==> src/rtl/wbuf_pkg.sv <==
package wbuf_pkg;
  // distance of slot idx from base in a ring of depth slots
  function automatic int ring_rel(input int idx, input int base, input int depth);
    return (idx - base + depth) % depth;
  endfunction
endpackage

==> src/rtl/wbuf_match.sv <==
module wbuf_match #(
  parameter int DEPTH = 4,
  parameter int BLK_W = 14
) (
  input  logic [DEPTH*BLK_W-1:0] tags_flat,
  input  logic [DEPTH-1:0]       occ,
  input  logic [BLK_W-1:0]       key,
  output logic [DEPTH-1:0]       hit
);
  for (genvar g = 0; g < DEPTH; g++) begin : g_cmp
    assign hit[g] = occ[g] && (tags_flat[g*BLK_W +: BLK_W] == key);
  end
endmodule

==> src/rtl/wbuf_entry.sv <==
module wbuf_entry #(
  parameter int DATA_W = 32,
  parameter int WORDS  = 4,
  parameter int BLK_W  = 14,
  localparam int WI_W  = $clog2(WORDS)
) (
  input  logic                    clk,
  input  logic                    rst,
  input  logic                    alloc,
  input  logic                    merge,
  input  logic [WI_W-1:0]         word_sel,
  input  logic [DATA_W-1:0]       wdata,
  input  logic [BLK_W-1:0]        blk_in,
  output logic [BLK_W-1:0]        blk_q,
  output logic [WORDS-1:0]        mask_q,
  output logic [WORDS*DATA_W-1:0] data_q
);
  logic [DATA_W-1:0] mem [WORDS];
  logic [WORDS-1:0]  sel_oh;

  assign sel_oh = WORDS'(1) << word_sel;

  // data words carry no reset so the array maps onto plain RAM
  always_ff @(posedge clk) begin
    if (alloc || merge) mem[word_sel] <= wdata;
    if (alloc) blk_q <= blk_in;
  end

  always_ff @(posedge clk) begin
    if (rst)        mask_q <= '0;
    else if (alloc) mask_q <= sel_oh;
    else if (merge) mask_q <= mask_q | sel_oh;
  end

  for (genvar w = 0; w < WORDS; w++) begin : g_out
    assign data_q[w*DATA_W +: DATA_W] = mem[w];
  end
endmodule

==> src/rtl/merge_wbuf.sv <==
module merge_wbuf
  import wbuf_pkg::*;
#(
  parameter int DEPTH  = 4,
  parameter int WORDS  = 4,
  parameter int DATA_W = 32,
  parameter int ADDR_W = 16
) (
  input  logic                              clk,
  input  logic                              rst,
  input  logic                              st_valid,
  input  logic [ADDR_W-1:0]                 st_addr,
  input  logic [DATA_W-1:0]                 st_data,
  output logic                              st_ready,
  output logic                              dr_valid,
  output logic [ADDR_W-$clog2(WORDS)-1:0]   dr_addr,
  output logic [WORDS*DATA_W-1:0]           dr_data,
  output logic [WORDS-1:0]                  dr_mask,
  input  logic                              dr_ready,
  input  logic [ADDR_W-$clog2(WORDS)-1:0]   rd_blk,
  output logic                              rd_conflict
);
  localparam int WI_W  = $clog2(WORDS);
  localparam int BLK_W = ADDR_W - WI_W;
  localparam int PTR_W = $clog2(DEPTH);
  localparam int CNT_W = $clog2(DEPTH + 1);

  logic [PTR_W-1:0]              head_q;
  logic [CNT_W-1:0]              count_q;
  logic [DEPTH*BLK_W-1:0]        tags_flat;
  logic [DEPTH*WORDS-1:0]        mask_flat;
  logic [DEPTH*WORDS*DATA_W-1:0] data_flat;
  logic [DEPTH-1:0]              occ, not_head, merge_ok;
  logic [DEPTH-1:0]              st_match, rd_match, alloc_v, merge_v;
  logic [PTR_W-1:0]              alloc_idx;
  logic                          merge_any, full, st_take, pop;

  always_comb begin
    for (int i = 0; i < DEPTH; i++) begin
      occ[i]      = CNT_W'(ring_rel(i, int'(head_q), DEPTH)) < count_q;
      not_head[i] = PTR_W'(i) != head_q;
    end
  end

  assign merge_ok = occ & not_head;

  wbuf_match #(.DEPTH(DEPTH), .BLK_W(BLK_W)) u_st_match (
    .tags_flat(tags_flat), .occ(merge_ok),
    .key(st_addr[ADDR_W-1:WI_W]), .hit(st_match)
  );

  wbuf_match #(.DEPTH(DEPTH), .BLK_W(BLK_W)) u_rd_match (
    .tags_flat(tags_flat), .occ(occ), .key(rd_blk), .hit(rd_match)
  );

  assign merge_any = |st_match;
  assign full      = count_q == CNT_W'(DEPTH);
  assign st_ready  = merge_any || !full;
  assign st_take   = st_valid && st_ready;
  assign alloc_idx = PTR_W'((int'(head_q) + int'(count_q)) % DEPTH);
  assign dr_valid  = count_q != '0;
  assign pop       = dr_valid && dr_ready;

  always_comb begin
    for (int i = 0; i < DEPTH; i++) begin
      alloc_v[i] = st_take && !merge_any && (alloc_idx == PTR_W'(i));
      merge_v[i] = st_take && st_match[i];
    end
  end

  for (genvar g = 0; g < DEPTH; g++) begin : g_ent
    wbuf_entry #(.DATA_W(DATA_W), .WORDS(WORDS), .BLK_W(BLK_W)) u_ent (
      .clk(clk), .rst(rst), .alloc(alloc_v[g]), .merge(merge_v[g]),
      .word_sel(st_addr[WI_W-1:0]), .wdata(st_data),
      .blk_in(st_addr[ADDR_W-1:WI_W]),
      .blk_q(tags_flat[g*BLK_W +: BLK_W]),
      .mask_q(mask_flat[g*WORDS +: WORDS]),
      .data_q(data_flat[g*WORDS*DATA_W +: WORDS*DATA_W])
    );
  end

  always_ff @(posedge clk) begin
    if (rst) begin
      head_q  <= '0;
      count_q <= '0;
    end else begin
      if (pop) head_q <= PTR_W'((int'(head_q) + 1) % DEPTH);
      count_q <= count_q + CNT_W'(st_take && !merge_any) - CNT_W'(pop);
    end
  end

  assign dr_addr     = tags_flat[int'(head_q)*BLK_W +: BLK_W];
  assign dr_mask     = mask_flat[int'(head_q)*WORDS +: WORDS];
  assign dr_data     = data_flat[int'(head_q)*WORDS*DATA_W +: WORDS*DATA_W];
  assign rd_conflict = |rd_match;
endmodule

==> config.mk <==
export PLATFORM = sky130hd
export DESIGN_NAME = merge_wbuf
export DESIGN_NICKNAME = d
export VERILOG_FILES = /design/src/rtl/wbuf_pkg.sv /design/src/rtl/wbuf_match.sv /design/src/rtl/wbuf_entry.sv /design/src/rtl/merge_wbuf.sv
export SDC_FILE = /design/constraint.sdc
export NUM_CORES = 1
export LEC_CHECK = 0
export CAP_MARGIN = 15
export CELL_PAD_IN_SITES_DETAIL_PLACEMENT = 1
export CELL_PAD_IN_SITES_GLOBAL_PLACEMENT = 2
export CORE_ASPECT_RATIO = 0.6
export CORE_MARGIN = 2
export CORE_UTILIZATION = 48
export CTS_CLUSTER_DIAMETER = 150
export DETAILED_ROUTE_END_ITERATION = 12
export HOLD_SLACK_MARGIN = 0.1
export PLACE_DENSITY_LB_ADDON = 0.1
export SLEW_MARGIN = 20
export SYNTH_ARGS = -nofsm -noshare
export SYNTH_HDL_FRONTEND = slang
export SYNTH_SLANG_ARGS = --single-unit
==> constraint.sdc <==
create_clock -name clk -period 17.31 [get_ports clk]
set_clock_uncertainty 0.15 [all_clocks]
set_input_delay 1.731 -clock clk [delete_from_list [all_inputs] [get_ports clk]]
set_output_delay 1.731 -clock clk [all_outputs]
set_load 0.01 [all_outputs]
# Yosys cells after proc, flatten, opt, wreduce, memory -nomap -nowiden
# Memory sizes are Yosys's and may differ from the RTL's.
# Index checks and enable logic that the tools add are counted.
# word_totals
ff_bits	77
mem_bits_rw	512
in_bits	66
out_inout_bits	149
wordCells	114
memories	4
# classes
add_sub_neg	12
multipliers	1
magnitude_cmp	4
n_eq_ne	15
n_shift	4
n_mux	16
bitwise	9
n_reduce_logical	39
# mem_list
name	words	word_bits	rd	rd_clocked_by_memory_dff	write_ports	line	source
g_ent[0].u_ent.mem	4	32	4	0	1	wbuf_entry.sv:18	logic [DATA_W-1:0] mem [WORDS];
g_ent[1].u_ent.mem	4	32	4	0	1	wbuf_entry.sv:18	
g_ent[2].u_ent.mem	4	32	4	0	1	wbuf_entry.sv:18	
g_ent[3].u_ent.mem	4	32	4	0	1	wbuf_entry.sv:18	
# op_table
operator	count
512-bit by 10-bit variable part select with 128-bit output	1
14-bit == test	8
56-bit by 7-bit variable part select with 14-bit output	1
4-bit 2-to-1 mux	8
3-bit by 4-bit adder with 5-bit output, second input constant	4
1-bit logical AND	19
4-bit OR	4
16-bit by 5-bit variable part select with 4-bit output	1
3-bit less-than comparator	4
2-bit nonzero test	5
1-bit 2-to-1 mux	8
2-bit OR reduction	4
4-bit OR reduction	2
1-bit by 2-bit subtractor with 3-bit output, first input constant	2
2-bit by 2-bit subtractor with 3-bit output, first input constant	2
1-bit logical OR	5
2-bit by 3-bit multiplier with 5-bit output, second input constant	1
1-bit bitwise AND	4
4-bit bitwise AND	1
2-bit == test, second input constant	2
2-bit inequality test, first input constant	2
1-bit by 2-bit left shift with 4-bit output, first input constant	1
3-bit by 1-bit adder with 3-bit output	1
3-bit == test, second input constant	1
other kinds (8)	9

# Longest topological paths before layout
# depth
word_depth	15
ltp_mapped	19
mapped_depth_nobuf	16

# Modules after synthesis
# A second synthesis with hierarchy kept.
# unflattened
cells_unflattened	1073
hier_area_um2	23597.6
# by_module_without_submodules
module	instances	cells_each	area_each_um2	seq_area_each_um2
wbuf_entry (g_ent[0].u_ent ...)	3	162	4459.3	4344.2
wbuf_entry (g_ent[1].u_ent)	1	162	4456.8	4344.2
merge_wbuf	1	245	4194.0	100.1
wbuf_match	2	90	784.5	0.0

# Worst setup path before layout
# No wires, ideal clock.
# synth_path
path_type	register -> register
start	register head_q[0]
end	memory g_ent[1].u_ent.mem[0][0] (enable)
setup_ns	0.461
t_arrival_ns	5.490
required_time_ns	16.699
setup_slack_ns	11.209
path_stages_with_launch	13
n_path_buf	3
cell_sequence	dfxtp_1 > clkbuf_1 > buf_1 > buf_2 > inv_1 > ha_1 > ha_1 > a21oi_1 > o2111ai_2 > nor4_4 > or4_4 > o21a_1 > nor3_1
# synth_between
elab_chain_len	15
elab_cells_between_ends	41
classes_between	add/sub: 9; order compare: 4; eq/ne: 4; mux: 2; bitwise: 5; reduce/logical: 17
# synth_rtl
element	line	source
start, declared	merge_wbuf.sv:28	logic [PTR_W-1:0] head_q;
start signal, assigned	merge_wbuf.sv:87	if (pop) head_q <= PTR_W'((int'(head_q) + 1) % DEPTH);
1-bit by 2-bit subtractor with 3-bit output / 2-bit by 2-bit subtractor with 3-bit output (equally long branches)	wbuf_pkg.sv:4	return (idx - base + depth) % depth;
3-bit by 4-bit adder with 5-bit output	wbuf_pkg.sv:4	
2-bit OR reduction (no line)	-	
1-bit bitwise AND (no line)	-	
3-bit less-than comparator	merge_wbuf.sv:40	occ[i] = CNT_W'(ring_rel(i, int'(head_q), DEPTH)) < count_q;
4-bit bitwise AND	merge_wbuf.sv:45	assign merge_ok = occ & not_head;
1-bit logical AND	wbuf_match.sv:11	assign hit[g] = occ[g] && (tags_flat[g*BLK_W +: BLK_W] == key);
4-bit OR reduction	merge_wbuf.sv:56	assign merge_any = |st_match;
1-bit logical OR	merge_wbuf.sv:58	assign st_ready = merge_any || !full;
1-bit logical AND	merge_wbuf.sv:59	assign st_take = st_valid && st_ready;
1-bit logical AND (2 in a row)	merge_wbuf.sv:66	alloc_v[i] = st_take && !merge_any && (alloc_idx == PTR_W'(i));
1-bit logical OR (*)	wbuf_entry.sv:25	if (alloc || merge) mem[word_sel] <= wdata;
1-bit 2-to-1 mux (*)	wbuf_entry.sv:25	
1-bit 2-to-1 mux (not written as such) (*)	wbuf_entry.sv:25	
end, declared	wbuf_entry.sv:18	
# Every way passes the cells marked *; elsewhere a longest branch is shown, timed or not.

# Worst setup path in the final report
# layout_path
start	input st_addr[7]
end	output st_ready
# layout_between
elab_chain_len	4
elab_cells_between_ends	10
classes_between	eq/ne: 4; reduce/logical: 6
# layout_rtl
element	line	source
start, declared	merge_wbuf.sv:12	input logic [ADDR_W-1:0] st_addr,
14-bit == test	wbuf_match.sv:11	
1-bit logical AND	wbuf_match.sv:11	
4-bit OR reduction (*)	merge_wbuf.sv:56	
1-bit logical OR (*)	merge_wbuf.sv:58	
end, declared	merge_wbuf.sv:14	output logic st_ready,
# Marked as above.

==> impl_results.md <==
- Status: completed
- Power Dens Cells: 147 nW/um^2
- Worst-path cell chain: clkdlybuf4s50_1 -> xor2_1 -> nor4_1 -> o2111ai_1 -> nor4_2 -> nor4_2 -> nand2_1 -> clkdlybuf4s50_1
- Initial antenna violation count: 0
- Largest net degree at the start of global routing: 68
- P_leak: 0.00857 uW
- Clk buf depth: 3
- Max Clk Rate: 0.145 GHz
- Arr. time, crit path: 5010 ps
- Syn Nets: 1,134
- Pin slew with the least headroom to its limit: 1050 ps
- Vert. Die Dim: 174 um
- Most used flip-flop cell after synthesis: edfxtp_1
- FFs w/ async S/R, synth: 0%
- Gp weighted congestion: 0.920
- Most common cell after layout, fill and taps aside: edfxtp_1
- Gr usage total: 24.1%
- Hold Crit Class: register to register
- Hold Fails Final Rpt: 0
- Startpoint types: input pin
- Top-area cell type share of the netlist area: 74.0%
- Max-slew violation count: 0
- Num CTS Buffers: 52
- Clock transition at path regs: 60 ps
- Syn Area/Cell: 21.9 um^2
- Multiplexer share of the synthesized area: 14.3%
- Most frequent cells in the layout: 568 x edfxtp_1, 214 x clkdlybuf4s50_1, 146 x mux4_2
- WP data required: 15,430 ps
- Drt initial violations: 1,313
- Total die area: 49,900 um^2
- Rel. slew slack: 30.1%
- Period minus WS final: 6890 ps
- Root buf cell: clkbuf_16
- Hold_buf cts: 0
- Vias in the first global route: 12.1k
- Max FO, Critical Path: 8
- Final Cycle Share: 39.8%
- Synth Instances: 1,054
- Largest family of logic cells by synthesized area: multiplexers
- Core Area: 47,600 um^2
- Ranking of synthesized cells by area: edfxtp_1 74%, mux4_2 14%, xor2_1 2.7%, dfxtp_1 1.8%, xnor2_1 1.7%
- Layout fillers: 4,050
- # setup viols final: 0
- Routed len/inst: 29.9 um
- Via/cell ratio: 5.82
- First-pass GRT wire length: 86,300 um
- Crit. End Element: output pin
- Yosys top cell by area: edfxtp_1
- RSZ-0062 raised after global routing: false
- Sequential area share after synthesis: 75.8%
- Area share of and/or/nand/nor cells after synthesis: 2.18%
- Row count: 62
- Xor and xnor area share after synthesis: 4.41%
- Mapped cell area: 23,100 um^2
- Initial Utilization: 48.4%
- NumNets Final: 1,379
- Buffers and inverters on the worst path: 2
- Setup Fix Bufs, Post-CTS: 0
- Top Ports: 215
- Clock sinks: 589
- DRT Pass-1 Iters: 5
- WS Path Type: input pin to output pin
- Worst path max stage delay: 680 ps
- Placed Cells: 1,885
- Post_cts resized: 0
- Clock latency on the worst-skew pair: 580 ps
- VDD IR max: 0.0901 mV
- Number of max-cap violations: 0
- CTS tree: done
- Layout cells sized above 1: 20.6%
- Non-filler cells, final: 1,981
- Post-synth EDFFs: 568
- Synth unique cells: 37
- Synth Area in Compound Gates: 1.27%
- Die Width: 287 um
- Gr ovfl total: 0
- # port buffers: 214
- Antenna fix cells: 0
- Largest delay contributor family on the critical path: simple AND/OR/NAND/NOR gates
- Detailed-route wire length: 59,200 um
- Synthesis Warnings: 0
- H-tree levels: 2
- Slowest CP cell: nor4_1
- Synth Area in Adders: 0.792%
- Detail Placement HPWL: 36,200 um
- Setup TNS: 0 ps
- ANT nets after route: 0
- Area grow syn2layout: 20.4%
- DRC Markers: 0
- Via count: 11.5k
- Synth Register Bits: 589
==> state kept, by name, summed over array words and instances (netlist names) <==
| register | flops |
|---|---|
| count_q | 3 |
| g_ent.u_ent.mem | 512 |
| g_ent.u_ent.mask_q | 16 |
| head_q | 2 |
| g_ent.u_ent.blk_q | 56 |
==> synthesized netlist by cell type (2+ instances only) <==
cell and n:
a21oi_1 4, buf_1 4, buf_2 13, buf_6 2, clkbuf_1 28, dfxtp_1 21
edfxtp_1 568, ha_1 13, inv_1 25, mux4_2 146, nand2_1 7, nand2b_1 2
nand3_1 3, nand4_1 8, nor2_1 23, nor2b_1 3, nor3_1 7, nor3_2 2
nor4_1 16, nor4_2 4, o2111ai_1 7, o32ai_1 16, or2_2 3, or3_1 2
xnor2_1 44, xor2_1 72
==> report_power, final <==
group | internal, uW | total, uW | switching (uW) | leakage (uW)
clock | 633 | 1140 | 511 | 0.000821
combinational | 556 | 1110 | 554 | 0.00244
sequential | 1710 | 1820 | 102 | 0.00531
==> kinds of logic after synthesis <==
group / after synthesis
adder cells (fa/ha/maj): 14
XOR/XNOR: 116
AO/OA/AOI/OAI: 32
flip-flops: 589
multiplexers: 146
AND/OR/NAND/NOR: 85
buffers and inverters: 72
==> final timing paths <==
check	slack, ps	end	from	depth (start not counted)
setup reg to reg	12260	g_ent[3].u_ent.mem[1][10]	head_q[0]	10
setup / recovery	10420	st_ready	st_addr[7]	8
hold / removal	330	g_ent[0].u_ent.mask_q[1]	g_ent[0].u_ent.mask_q[1]	2
hold reg to reg	330	g_ent[0].u_ent.mask_q[1]	g_ent[0].u_ent.mask_q[1]	2
==> per-layer routing <==
layer / share of wire [%] / GRT usage [%] / vias to the layer above / wire [um]
li1: - / - / 4838 / -
met1: 46 / 38.6 / 6197 / 27400
met2: 45 / 35.1 / 430 / 26800
met3: 7.1 / 4.70 / 58 / 4180
met4: 1.3 / 3.95 / 0 / 756
met5: 0 / 0 / - / 0
==> worst register-to-register path, cell delays in order (launching register included) <==
cell,delay [ps]
dfxtp_4,950
inv_1,290
ha_1,400
ha_1,290
a21oi_1,190
o2111ai_2,400
nor4_4,100
nor4_2,590
a32oi_2,520
nor2_4,190
buf_4,560
==> layout make-up <==
class | instances | area [um^2] | area share [%]
flip-flops and latches | 589 | 17500 | 63.0
inverters | 25 | 93.8 | 0.338
well taps | 640 | 801 | 2.88
clock buffers | 70 | 1440 | 5.20
multi-input cells | 393 | 5390 | 19.4
repair buffers | 238 | 2320 | 8.36
clock inverters | 26 | 223 | 0.802
==> stage by stage <==
stage / utilization (%) / hold WS, ps / instance area, um^2 / total power (uW) / worst slack, ps
after floorplan: - / 301 / 23100 / 2390 / 11210
after global placement: 54.8 / 310 / 26100 / 2960 / 10720
after detailed placement: 54.8 / 324 / 26100 / 2970 / 10610
after CTS: 58.3 / 334 / 27800 / 4110 / 10580
after global routing: 58.3 / 353 / 27800 / 4220 / 10260
final: 58.3 / 334 / 27800 / 4070 / 10420
No activity file was read; power rests on OpenSTA's default activity.
